`config.mk`:
```
export PLATFORM = sky130hd
export DESIGN_NAME = branch_next_pc
export DESIGN_NICKNAME = d
export VERILOG_FILES = /design/src/rtl/branch_next_pc.sv
export SDC_FILE = /design/constraint.sdc
export NUM_CORES = 1
export LEC_CHECK = 0
export CAP_MARGIN = 5
export CORE_MARGIN = 5
export CORE_UTILIZATION = 32
export DETAILED_ROUTE_END_ITERATION = 7
export MAX_ROUTING_LAYER = met4
export PLACE_DENSITY = 0.93
export RECOVER_POWER = 50
export SYNTH_ARGS = -nofsm -noshare
export SYNTH_HDL_FRONTEND = slang
export SYNTH_SLANG_ARGS = --single-unit
```
`constraint.sdc`:
```
create_clock -name vclk -period 4.9
set_clock_uncertainty 0.1 [all_clocks]
set_input_delay 0.735 -clock vclk [all_inputs]
set_output_delay 0.735 -clock vclk [all_outputs]
set_load 0.02 [all_outputs]
```
`src/rtl/branch_next_pc.sv`:
```
module branch_next_pc #(
  parameter int XLEN       = 32,
  parameter int INSN_BYTES = 4
) (
  input  logic [XLEN-1:0] src_a,
  input  logic [XLEN-1:0] src_b,
  input  logic [2:0]      funct3_i,
  input  logic [1:0]      flow_class_i,
  input  logic [XLEN-1:0] pc_i,
  input  logic [XLEN-1:0] target_i,
  output logic            eq_o,
  output logic            lt_o,
  output logic            taken_o,
  output logic [XLEN-1:0] next_pc_o
);

  localparam logic [1:0] CLS_SEQ  = 2'b00;
  localparam logic [1:0] CLS_BR   = 2'b01;
  localparam logic [1:0] CLS_JMP  = 2'b10;
  localparam logic [1:0] CLS_JIND = 2'b11;

  localparam logic [2:0] F_EQ  = 3'b000;
  localparam logic [2:0] F_NE  = 3'b001;
  localparam logic [2:0] F_LT  = 3'b100;
  localparam logic [2:0] F_GE  = 3'b101;
  localparam logic [2:0] F_LTU = 3'b110;
  localparam logic [2:0] F_GEU = 3'b111;

  localparam logic [XLEN-1:0] STEP = XLEN'(INSN_BYTES);

  logic            lt_signed;
  logic            lt_unsigned;
  logic            cond_met;
  logic [XLEN-1:0] seq_pc;

  assign eq_o        = (src_a == src_b);
  assign lt_unsigned = (src_a < src_b);
  assign lt_signed   = ($signed(src_a) < $signed(src_b));
  assign lt_o        = funct3_i[1] ? lt_unsigned : lt_signed;
  assign seq_pc      = pc_i + STEP;

  always_comb begin
    case (funct3_i)
      F_EQ:         cond_met = eq_o;
      F_NE:         cond_met = !eq_o;
      F_LT, F_LTU:  cond_met = lt_o;
      F_GE, F_GEU:  cond_met = !lt_o;
      default:      cond_met = 1'b0;
    endcase
  end

  always_comb begin
    case (flow_class_i)
      CLS_BR:   taken_o = cond_met;
      CLS_JMP:  taken_o = 1'b1;
      CLS_JIND: taken_o = 1'b1;
      default:  taken_o = 1'b0;
    endcase
  end

  always_comb begin
    if (!taken_o)
      next_pc_o = seq_pc;
    else if (flow_class_i == CLS_JIND)
      next_pc_o = {target_i[XLEN-1:1], 1'b0};
    else
      next_pc_o = target_i;
  end

  always_comb begin
    assert_eq_excludes_lt_R2: assert (!(eq_o && lt_o))
      else $error("eq and lt both set");
    assert_eq_matches_R1: assert (eq_o == (src_a == src_b))
      else $error("eq flag wrong");
    assert_jump_taken_R9: assert (!flow_class_i[1] || taken_o)
      else $error("jump not taken");
    assert_seq_never_taken_R11: assert (flow_class_i != CLS_SEQ || !taken_o)
      else $error("sequential class redirected");
    assert_reserved_codes_R6: assert (!(flow_class_i == CLS_BR && funct3_i[2:1] == 2'b01) || !taken_o)
      else $error("reserved code taken");
    assert_fallthrough_R7: assert (taken_o || next_pc_o == pc_i + STEP)
      else $error("fall-through address wrong");
    assert_indirect_even_R10: assert (flow_class_i != CLS_JIND ||
                                      (!next_pc_o[0] && next_pc_o[XLEN-1:1] == target_i[XLEN-1:1]))
      else $error("indirect target wrong");
    assert_branch_target_R8: assert (!(flow_class_i == CLS_BR && taken_o) || next_pc_o == target_i)
      else $error("branch target wrong");
    assert_lt_pair_R4: assert (!(flow_class_i == CLS_BR && funct3_i[2]) || (taken_o ^ funct3_i[0]) == lt_o)
      else $error("less-than pair inconsistent");
  end

endmodule

```
Yosys cells after proc, flatten, opt, wreduce, memory -nomap -nowiden
Cells that the tools add are included.

Logic and storage cells: 23. Register bits after elaboration: 0.

Mux-type cells: 5. Eq/ne operators: 9. Reduce and logical (&&, ||, !) cells: 6. $add $sub $neg: 1. $lt $le $gt $ge: 2.

Operators by type and width (count): < comparator 32 bit (2); adder 32 x 3 -> 32 bit (second input constant) (1); == test 32 bit (1); 2-to-1 mux 32 bit (1); == test 3 bit (second input constant) (4); OR reduction 2 bit (3); == test 2 bit (second input constant) (2); one-hot mux 1 bit (4 select lines) (1); == test 3 x 1 -> 1 bit (second input constant) (1); logical NOT 3 bit (1); == test 2 x 1 -> 1 bit (second input constant) (1); logical NOT 1 bit (2); 2-to-1 mux 1 bit (2); one-hot mux 1 bit (2 select lines) (1).

Depth between registers and ports, before layout
Gate-level depths: netlist (run 1).

Word-level depth: 6. Mapped depth: 11. Gate-level depth less buffers: 10.

Least setup slack after synthesis (run 1)
OpenSTA, ideal clock, no wires.

Path kind: input port to output port. From: in src_b[30]. To: out next_pc_o[2]. Cell stages on the path: 11. Path buffers: 1. Setup slack: 0.809 ns. Data arrival time: 3.256 ns. Cells stage by stage: inv_1 > ha_1 > nand4_1 > nor3_1 > a221oi_1 > o211ai_1 > or4_1 > a21bo_2 > a21oi_4 > buf_6 > mux2i_1.

Longest elaborated chain between the ends: 6. Elaborated cells between the ends (all ways): 9. Classes of those cells: 2 x order compare; 1 x eq/ne; 4 x mux; 2 x reduce/logical.

RTL lines: from (decl) (RTL line 6) `input logic [XLEN-1:0] src_b,`; < comparator 32 bit (on tied branches) (RTL line 38, 37); 2-to-1 mux 1 bit (RTL line 39) `assign lt_o = funct3_i[1] ? lt_unsigned : lt_signed;`; logical NOT 1 bit (RTL line 47) `F_GE, F_GEU: cond_met = !lt_o;`; one-hot mux 1 bit (4 select lines) (*) (RTL line 43) `case (funct3_i)`; one-hot mux 1 bit (2 select lines) (*) (RTL line 53) `case (flow_class_i)`; 2-to-1 mux 32 bit (*) (RTL line 62) `if (!taken_o)`; to (decl) (RTL line 14) `output logic [XLEN-1:0] next_pc_o`.

Mark *: on every way between the ends. The rest lies on a longest branch, timed or not.

Final worst setup path (run 1)
From: in src_b[5]. To: out next_pc_o[16].

The elaborated chain is that of the path after synthesis.

==> results.md, run 1 <==
Timing:
- The highest clock rate is 202 MHz.
- Setup repair after global routing could not meet its margin everywhere.
- In the post-route analysis, the smallest setup slack over all paths is -0.0431 ns.
- The total negative slack for setup checks is -0.107 ns.
- The setup violation total in the final timing report is 3.
- The shortest period the worst path allows is 4.94 ns.
- The final-report hold violation count is 0.
- The final max-slew violation count came to 0.
- Measured against its own limit, the worst slew margin works out to 69.3%.
- After layout, the worst path uses 101% of the clock period.
- For the pin with the worst max-slew slack, the measured transition is between 0.4 and 0.5 ns.

Synthesis:
- The largest area contributor in the synthesized netlist is ha_1.
- Of the synthesized area, sequential elements account for 0%.
- The net count of the mapped netlist is 410.
- Ranked by instance count, the synthesized netlist is headed by inv_1 (37), ha_1 (33), mux2_2 (29).
- The xor/xnor cell area share of the yosys netlist is 15.1%.
- The netlist uses 30 different library cells.
- By area the synthesized netlist is led by ha_1 (23%), mux2_2 (18%), xnor2_1 (10%).
- The synthesized cell area is 0.00180 mm².
- The dominant combinational cell family by area after synthesis is adder cells.
- The share of Yosys cell area claimed by the top area cell type is 23.0%.
- The mean post-synth cell area is about 7.4 µm².
- The number of warnings issued by yosys is 0.
- The number of instances in the synthesized netlist is 244.
- Of the total synthesized cell area, the portion taken by full adders, half adders and majority gates is 23.0%.
- The synthesized-area fraction occupied by ao, oa, aoi and oai cells is 10.2%.
- The area fraction in and, or, nand and nor cells after synthesis is 22.6%.
- After synthesis, the share of cell area in mux cells is about a fifth.
- The most common cell in the synthesized netlist is inv_1.

Drt:
- The first detailed-routing pass ran for 4 iterations.
- The total detailed-routing wirelength is 7910 µm.
- The total via count in the routed design is between 2,000 and 3,000.
- In the final routed layout, each cell accounts on average for 15.8 µm.
- The detail-routed via count per cell is ~5.0.
- The initial DRC count is 32.
- The post-route antenna net violation count is 0.
- In the routed design, unresolved DRC markers number 0.

Die:
- The floorplan row count is 27.
- The starting utilization of the core area is 32.8%.
- 168 I/O pins were placed.
- The die covers 0.00721 mm².
- The floorplan step set the die width to 84.9 µm.
- In this run the vertical extent of the chip is about 85 µm.
- The area of the core is between 0.005 and 0.006 mm².

Worst setup path:
- The worst setup path is launched from an input port.
- The data arrival time of the critical path is 4.11 ns.
- The worst setup path is captured at an output port.
- The data required time at the worst endpoint is 4.07 ns.
- The path type of the worst setup path is in2out.
- The largest fanout on the critical path is 8.

Cells and area:
- The area growth from synthesis to final layout is 104%.
- In the final layout, the share of cells above drive strength 1 is 21.6%.
- The clock buffer instance count of the final layout is 0.
- Counting the fill cells in the layout gives approximately 460.
- The sequential cell count is 0.
- The antenna diode count is 0.
- In the final layout, the multi-input gates occupy 0.00168 mm².
- The net total in the final layout is roughly 600.
- The sequential standard cell area is 0 µm².

Power:
- The design draws between 300 and 400 µW.
- For this design the ratio of total power to cell area is between 90 and 100 mW/mm².
- The static leakage is 1.66 nW.
- VDD sags by at most 0.0000599 V.

Min path:
- In this run the worst hold path is classified as in2out.

Placement:
- The congestion estimate from routability-driven global placement came to ~0.86.
- In this run the tool buffered the top-level ports with between 150 and 200 buffer cells.
- After legalization and detailed placement, the total HPWL measured 6680 µm.
- At the placement stage, the worst setup path has a slack of -0.281 ns.

Global routing:
- Entering global routing, the biggest net connects 17 pins.
- Global routing used a little over a fifth of the available tracks.
- The number of antenna violations at the first check in global routing is 0.
- The number of global-route vias before repair came to 2,875.
- The first global-routing pass estimated roughly 12,000 µm of wire.
- After global routing the overflow that remains totals 0.

Run status:
- The final reports fail on negative setup slack.
- The run finished, with violations left.

CTS:
- The number of buffers inserted for hold repair after clock tree synthesis is 0.

Run:
- The max-cap violation count is 0.
[repair_timing]
action / 4_1_cts / 5_1_grt
setup endpoints to repair: 32 / 33
resized for setup: 89 / 39
cloned: 2 / 0
buffers inserted: 3 / 1
pin swaps: 2 / 6
[layout make-up]
type	instances	share of cell area (%)
repair buffers	189	48.1
well taps	72	2.46
inverters	37	3.79
multi-input cells	204	45.7
[per-stage QoR]
stage                     cell area (µm²)  util [%]  hold slack, ns  instances
after floorplan                      1800         -            1.52        244
after global placement               3660      66.8            2.43        496
after detailed placement             3660      66.8            2.44        496
after CTS                            3770      69.0            2.20        501
after global routing                 3670      67.0            2.08        502
final                                3670      67.0            2.05        502
[critical path: stages]
cell and delay (ns):
clkdlybuf4s50_1 0.46, inv_1 0.04, ha_1 0.30, a21oi_2 0.17
o21ai_0 0.13, a221oi_2 0.34, nor3_4 0.07, or4_1 0.53
a21bo_2 0.27, a21oi_4 0.17, bufbuf_16 0.30, mux2_2 0.34
clkdlybuf4s15_2 0.26
[layout by cell type, fill, tap and decap left out, types with 2 or more instances in the layout]
master             n
nor4_1             2
nor2_1            13
nand3_1           14
o21ai_0            3
mux2_2            29
xor2_1            10
ha_1              32
a21oi_2            5
buf_4             18
and4_1             2
buf_2             22
a21oi_1           10
inv_1             37
xnor2_1           21
nand2_1           22
clkdlybuf4s15_2    3
o211ai_1           2
nand2b_1           2
clkdlybuf4s50_1  134
nand4_1           11
clkbuf_2           6
a21bo_2            2
and3_1             5
nor3_1             4
[logic make-up (layout without fill, tap and decap cells)]
group / count (synthesis) / after routing
AOI/OAI and AO/OA: 28 / 28
xor gates and xnor gates: 31 / 31
adders and majority gates: 33 / 33
buffers and inverters: 40 / 226
muxes: 31 / 31
and+or+nand+nor: 81 / 81
[power by group]
part / internal (mW) / switching, mW / total, mW
Sequential: 0 / 0 / 0
Combinational: 0.204 / 0.145 / 0.349
Clock: 0 / 0 / 0
[routing by layer]
metal	wire [µm]	track usage (%)	vias up	share of wire, %
met3	514	2.52	18	6.5
li1	-	-	1233	-
met1	2820	20.7	1137	36
met5	0	-	-	0
met4	242	4.89	0	3.1
met2	4330	43.5	120	55
[path summary, 6_finish.rpt]
kind / startpoint / depth (start not counted) / endpoint / slack [ns]
worst max-delay path: src_b[5] / 13 / next_pc_o[16] / -0.04
worst min-delay path: target_i[2] / 4 / next_pc_o[2] / 2.05
Note: power is estimated with default switching activity, not from simulation.
==> run 2: changes to the inputs <==
--- a/config.mk
+++ b/config.mk
@@ -5,7 +5,7 @@
 export SDC_FILE = /design/constraint.sdc
 export NUM_CORES = 1
 export LEC_CHECK = 0
-export CAP_MARGIN = 5
+export CAP_MARGIN = 10
 export CORE_MARGIN = 5
 export CORE_UTILIZATION = 32
 export DETAILED_ROUTE_END_ITERATION = 7
==> results of run 2 <==
No change in the layout: final DEF, timing and power equal those of run 1.
==> run 3: changes to the inputs <==
--- a/config.mk
+++ b/config.mk
@@ -10,7 +10,7 @@
 export CORE_UTILIZATION = 32
 export DETAILED_ROUTE_END_ITERATION = 7
 export MAX_ROUTING_LAYER = met4
-export PLACE_DENSITY = 0.93
+export PLACE_DENSITY = 0.88
 export RECOVER_POWER = 50
 export SYNTH_ARGS = -nofsm -noshare
 export SYNTH_HDL_FRONTEND = slang
==> results.md, run 3 (synthesis results as in run 1) <==
Run status:
- Result of the run: completed (was finished with violations).

Worst setup path:
- The largest fanout on the critical path is 5 (was 8).
- The path type of the worst setup path is in2out (unchanged).
- The kind of end point of the critical path was an output port (unchanged).
- The delay of the slowest cell on the worst path is 0.54 ns (was 0.53 ns).
- The data arrival time of the critical path is 3.90 ns (was 4.11 ns).
- The data required time at the worst endpoint was 4.07 ns (about the same).
- The worst-path cell with the longest stage delay was or4_1 (unchanged).
- Sequence of cells on the critical path: clkdlybuf4s50_1 > inv_1 > ha_1 > a21oi_1 > o21ai_0 > a221oi_1 > o211ai_1 > or4_1 > a21bo_2 > a21oi_4 > buf_12 > buf_4 > mux2_2 > clkbuf_2 (was clkdlybuf4s50_1 > inv_1 > ha_1 > a21oi_2 > o21ai_0 > a221oi_2 > nor3_4 > or4_1 > a21bo_2 > a21oi_4 > bufbuf_16 > mux2_2 > clkdlybuf4s15_2).
- The kind of start point of the critical path is an input port (unchanged).

Global routing:
- The number of antenna violations at the first check in global routing is 0 (unchanged).
- The maximum number of pins on one net before global-route repair is 23 (was 17).
- The number of global-route vias before repair is 2,600 (was 2,875).
- The wire length of the first global-routing pass is 11,000 µm (was 12,500 µm).
- The total routing resource utilization after global routing is 18.5% (was 21.2%).
- The global-route congestion overflow total was 0 (unchanged).

Drt:
- The detailed-routing iteration count for the pre-antenna-repair pass was 4 (unchanged).
- The detail-routed via count per cell is 4.95 (was 5.00).
- The met2 wire length is 3740 µm (was 4330 µm).
- The number of design rule violations left after detail routing is 0 (unchanged).
- The highest metal layer with signal wires was met4 (unchanged).
- The post-route antenna net violation count is 0 (unchanged).
- The total detailed-routing wirelength is 7130 µm (was 7910 µm).
- The total via count in the routed design is 2,472 (was 2,508).
- The routed length per instance is 14.3 µm (was 15.8 µm).
- The wire length the detailed router placed on met1 is 2790 µm (was 2820 µm).
- The initial DRC count is 23 (was 32).
- The detailed-routed wire length on met3 is 435 µm (was 514 µm).

Power:
- The worst ir drop on vdd is 0.0000592 V (was 0.0000599 V).
- The cell-internal power came to 194 µW (was 204 µW).
- The switching power of the nets is 138 µW (was 145 µW).
- The switching power share of the total is 41.5% (was 41.4%).
- The static leakage was 1.62 nW (was 1.66 nW).
- The part of the total power dissipated in the clock network is 0% (about the same).
- The total power divided by cell area is 93.0 mW/mm² (was 95.2 mW/mm²).
- The overall power after layout is 332 µW (was 349 µW).
- The part of the power in registers is 0% (about the same).
- The combinational cell fraction of total power is 100.0% (about the same).

Die:
- The die height came to 84.9 µm (unchanged).
- The I/O pin count was 168 (unchanged).
- The chip width is 84.9 µm (unchanged).
- The floorplan die area was 0.00721 mm² (unchanged).
- The starting utilization of the core area is 32.8% (unchanged).
- The floorplan row count is 27 (unchanged).
- The area of the core is 0.00547 mm² (unchanged).

Cells and area:
- The antenna diode count was 0 (unchanged).
- The commonest non-fill, non-tap cell in the layout was clkdlybuf4s50_1 (unchanged).
- The net total in the final layout is 595 (was 598).
- The number of filler cells placed in the layout is 480 (was 457).
- The final design utilization is 65.2% (was 67.0%).
- The area growth from synthesis to final layout is 98.7% (was 104%).
- Commonest non-fill, non-tap cells in the layout: clkdlybuf4s50_1 (133), inv_1 (37), ha_1 (33) (was clkdlybuf4s50_1 (134), inv_1 (37), ha_1 (32)).
- The clock buffer instance count of the final layout is 0 (unchanged).
- The sequential standard cell area is 0 µm² (unchanged).
- The sequential cell count was 0 (unchanged).
- The ratio of cells with drive above 1 in the final layout is 19.7% (was 21.6%).

Placement:
- The HPWL after detailed placement is 6340 µm (was 6680 µm).
- The final estimated routing congestion in global placement was 0.873 (was 0.865).
- The number of port buffers is 168 (unchanged).

Run:
- The max-cap violation count came to 0 (unchanged).

Timing:
- The total negative slack for setup checks is 0 ns (was -0.107 ns).
- The transition time of the tightest slew-check pin came to 0.449 ns (was 0.456 ns).
- The final max-slew violation count is 0 (unchanged).
- The highest clock rate is 211 MHz (was 202 MHz).
- The final clock period utilization by the worst path is 96.6% (was 101%).
- The shortest period the worst path allows is 4.73 ns (was 4.94 ns).
- The worst-case headroom to the max-slew limit is 69.8% (was 69.3%).
- The final-report hold violation count came to 0 (unchanged).
- The setup violation total in the final timing report came to 0 (was 3).

Min path:
- The class of the tightest hold or removal check is in2out (unchanged).
==> run 3: cell types whose count changed in the layout (fill, tap and decap cells not counted), moves of 2 or more <==
cell | previous run | this run
a21oi_1 | 10 | 15
a21oi_2 | 5 | 0
buf_2 | 22 | 0
buf_4 | 18 | 12
buf_6 | 0 | 2
clkbuf_1 | 0 | 2
clkbuf_2 | 6 | 31
clkdlybuf4s15_2 | 3 | 0
==> run 3: power groups by stage <==
stage	combinational (mW)	clock, mW	sequential (mW)
detailed placement	0.347	0	0
global route	0.359	0	0
global placement	0.339	0	0
floorplan	0.147	0	0
CTS	0.332	0	0
finish	0.332	0	0
==> run 3: worst paths after layout <==
| path | slack (ns) | end | startpoint | cells past startpoint |
|---|---|---|---|---|
| hold / removal | 2.06 | next_pc_o[2] | target_i[2] | 4 |
| setup / recovery | 0.17 | next_pc_o[1] | src_b[19] | 14 |
==> run 3: cell type report <==
type / count / area [µm²] / area share (%)
Timing Repair Buffer: 186 / 1700 / 47.6
Multi-Input combinational cell: 204 / 1640 / 46.0
Inverter: 37 / 139 / 3.89
Tap cell: 72 / 90.1 / 2.52
==> run 3: per-stage QoR <==
step	worst slack, ns	cell area, µm²	hold WS (ns)	cells
2_1_floorplan	0.809	1800	1.52	244
3_5_place_dp	-0.271	3650	2.44	495
5_1_grt	-0.00151	3570	2.10	499
3_3_place_gp	-0.186	3650	2.43	495
4_1_cts	0.00253	3630	2.22	495
6_report	0.168	3570	2.06	499
==> run 3: what timing repair did <==
action / CTS / global route
endpoints found under the setup margin: 32 / 33
hold buffers: 0 / 0
gates cloned: 0 / 3
pin swaps: 1 / 3
buffers inserted: 0 / 1
gates resized for setup: 35 / 68
==> run 3: metal layers <==
| metal | vias to the layer above | track usage (%) |
|---|---|---|
| li1 | 1238 | - |
| met1 | 1107 | 19.8 |
| met2 | 115 | 36.7 |
| met3 | 12 | 1.46 |
| met4 | 0 | 3.31 |
| met5 | - | - |
==> run 3: worst max-delay path: cells and delay by family <==
| kind | cells | cell delay [ns] |
|---|---|---|
| simple gates | 1 | 0.54 |
| buf+inv | 5 | 0.94 |
| fa+ha+maj | 1 | 0.31 |
| mux | 1 | 0.33 |
| compound gates | 6 | 1.04 |
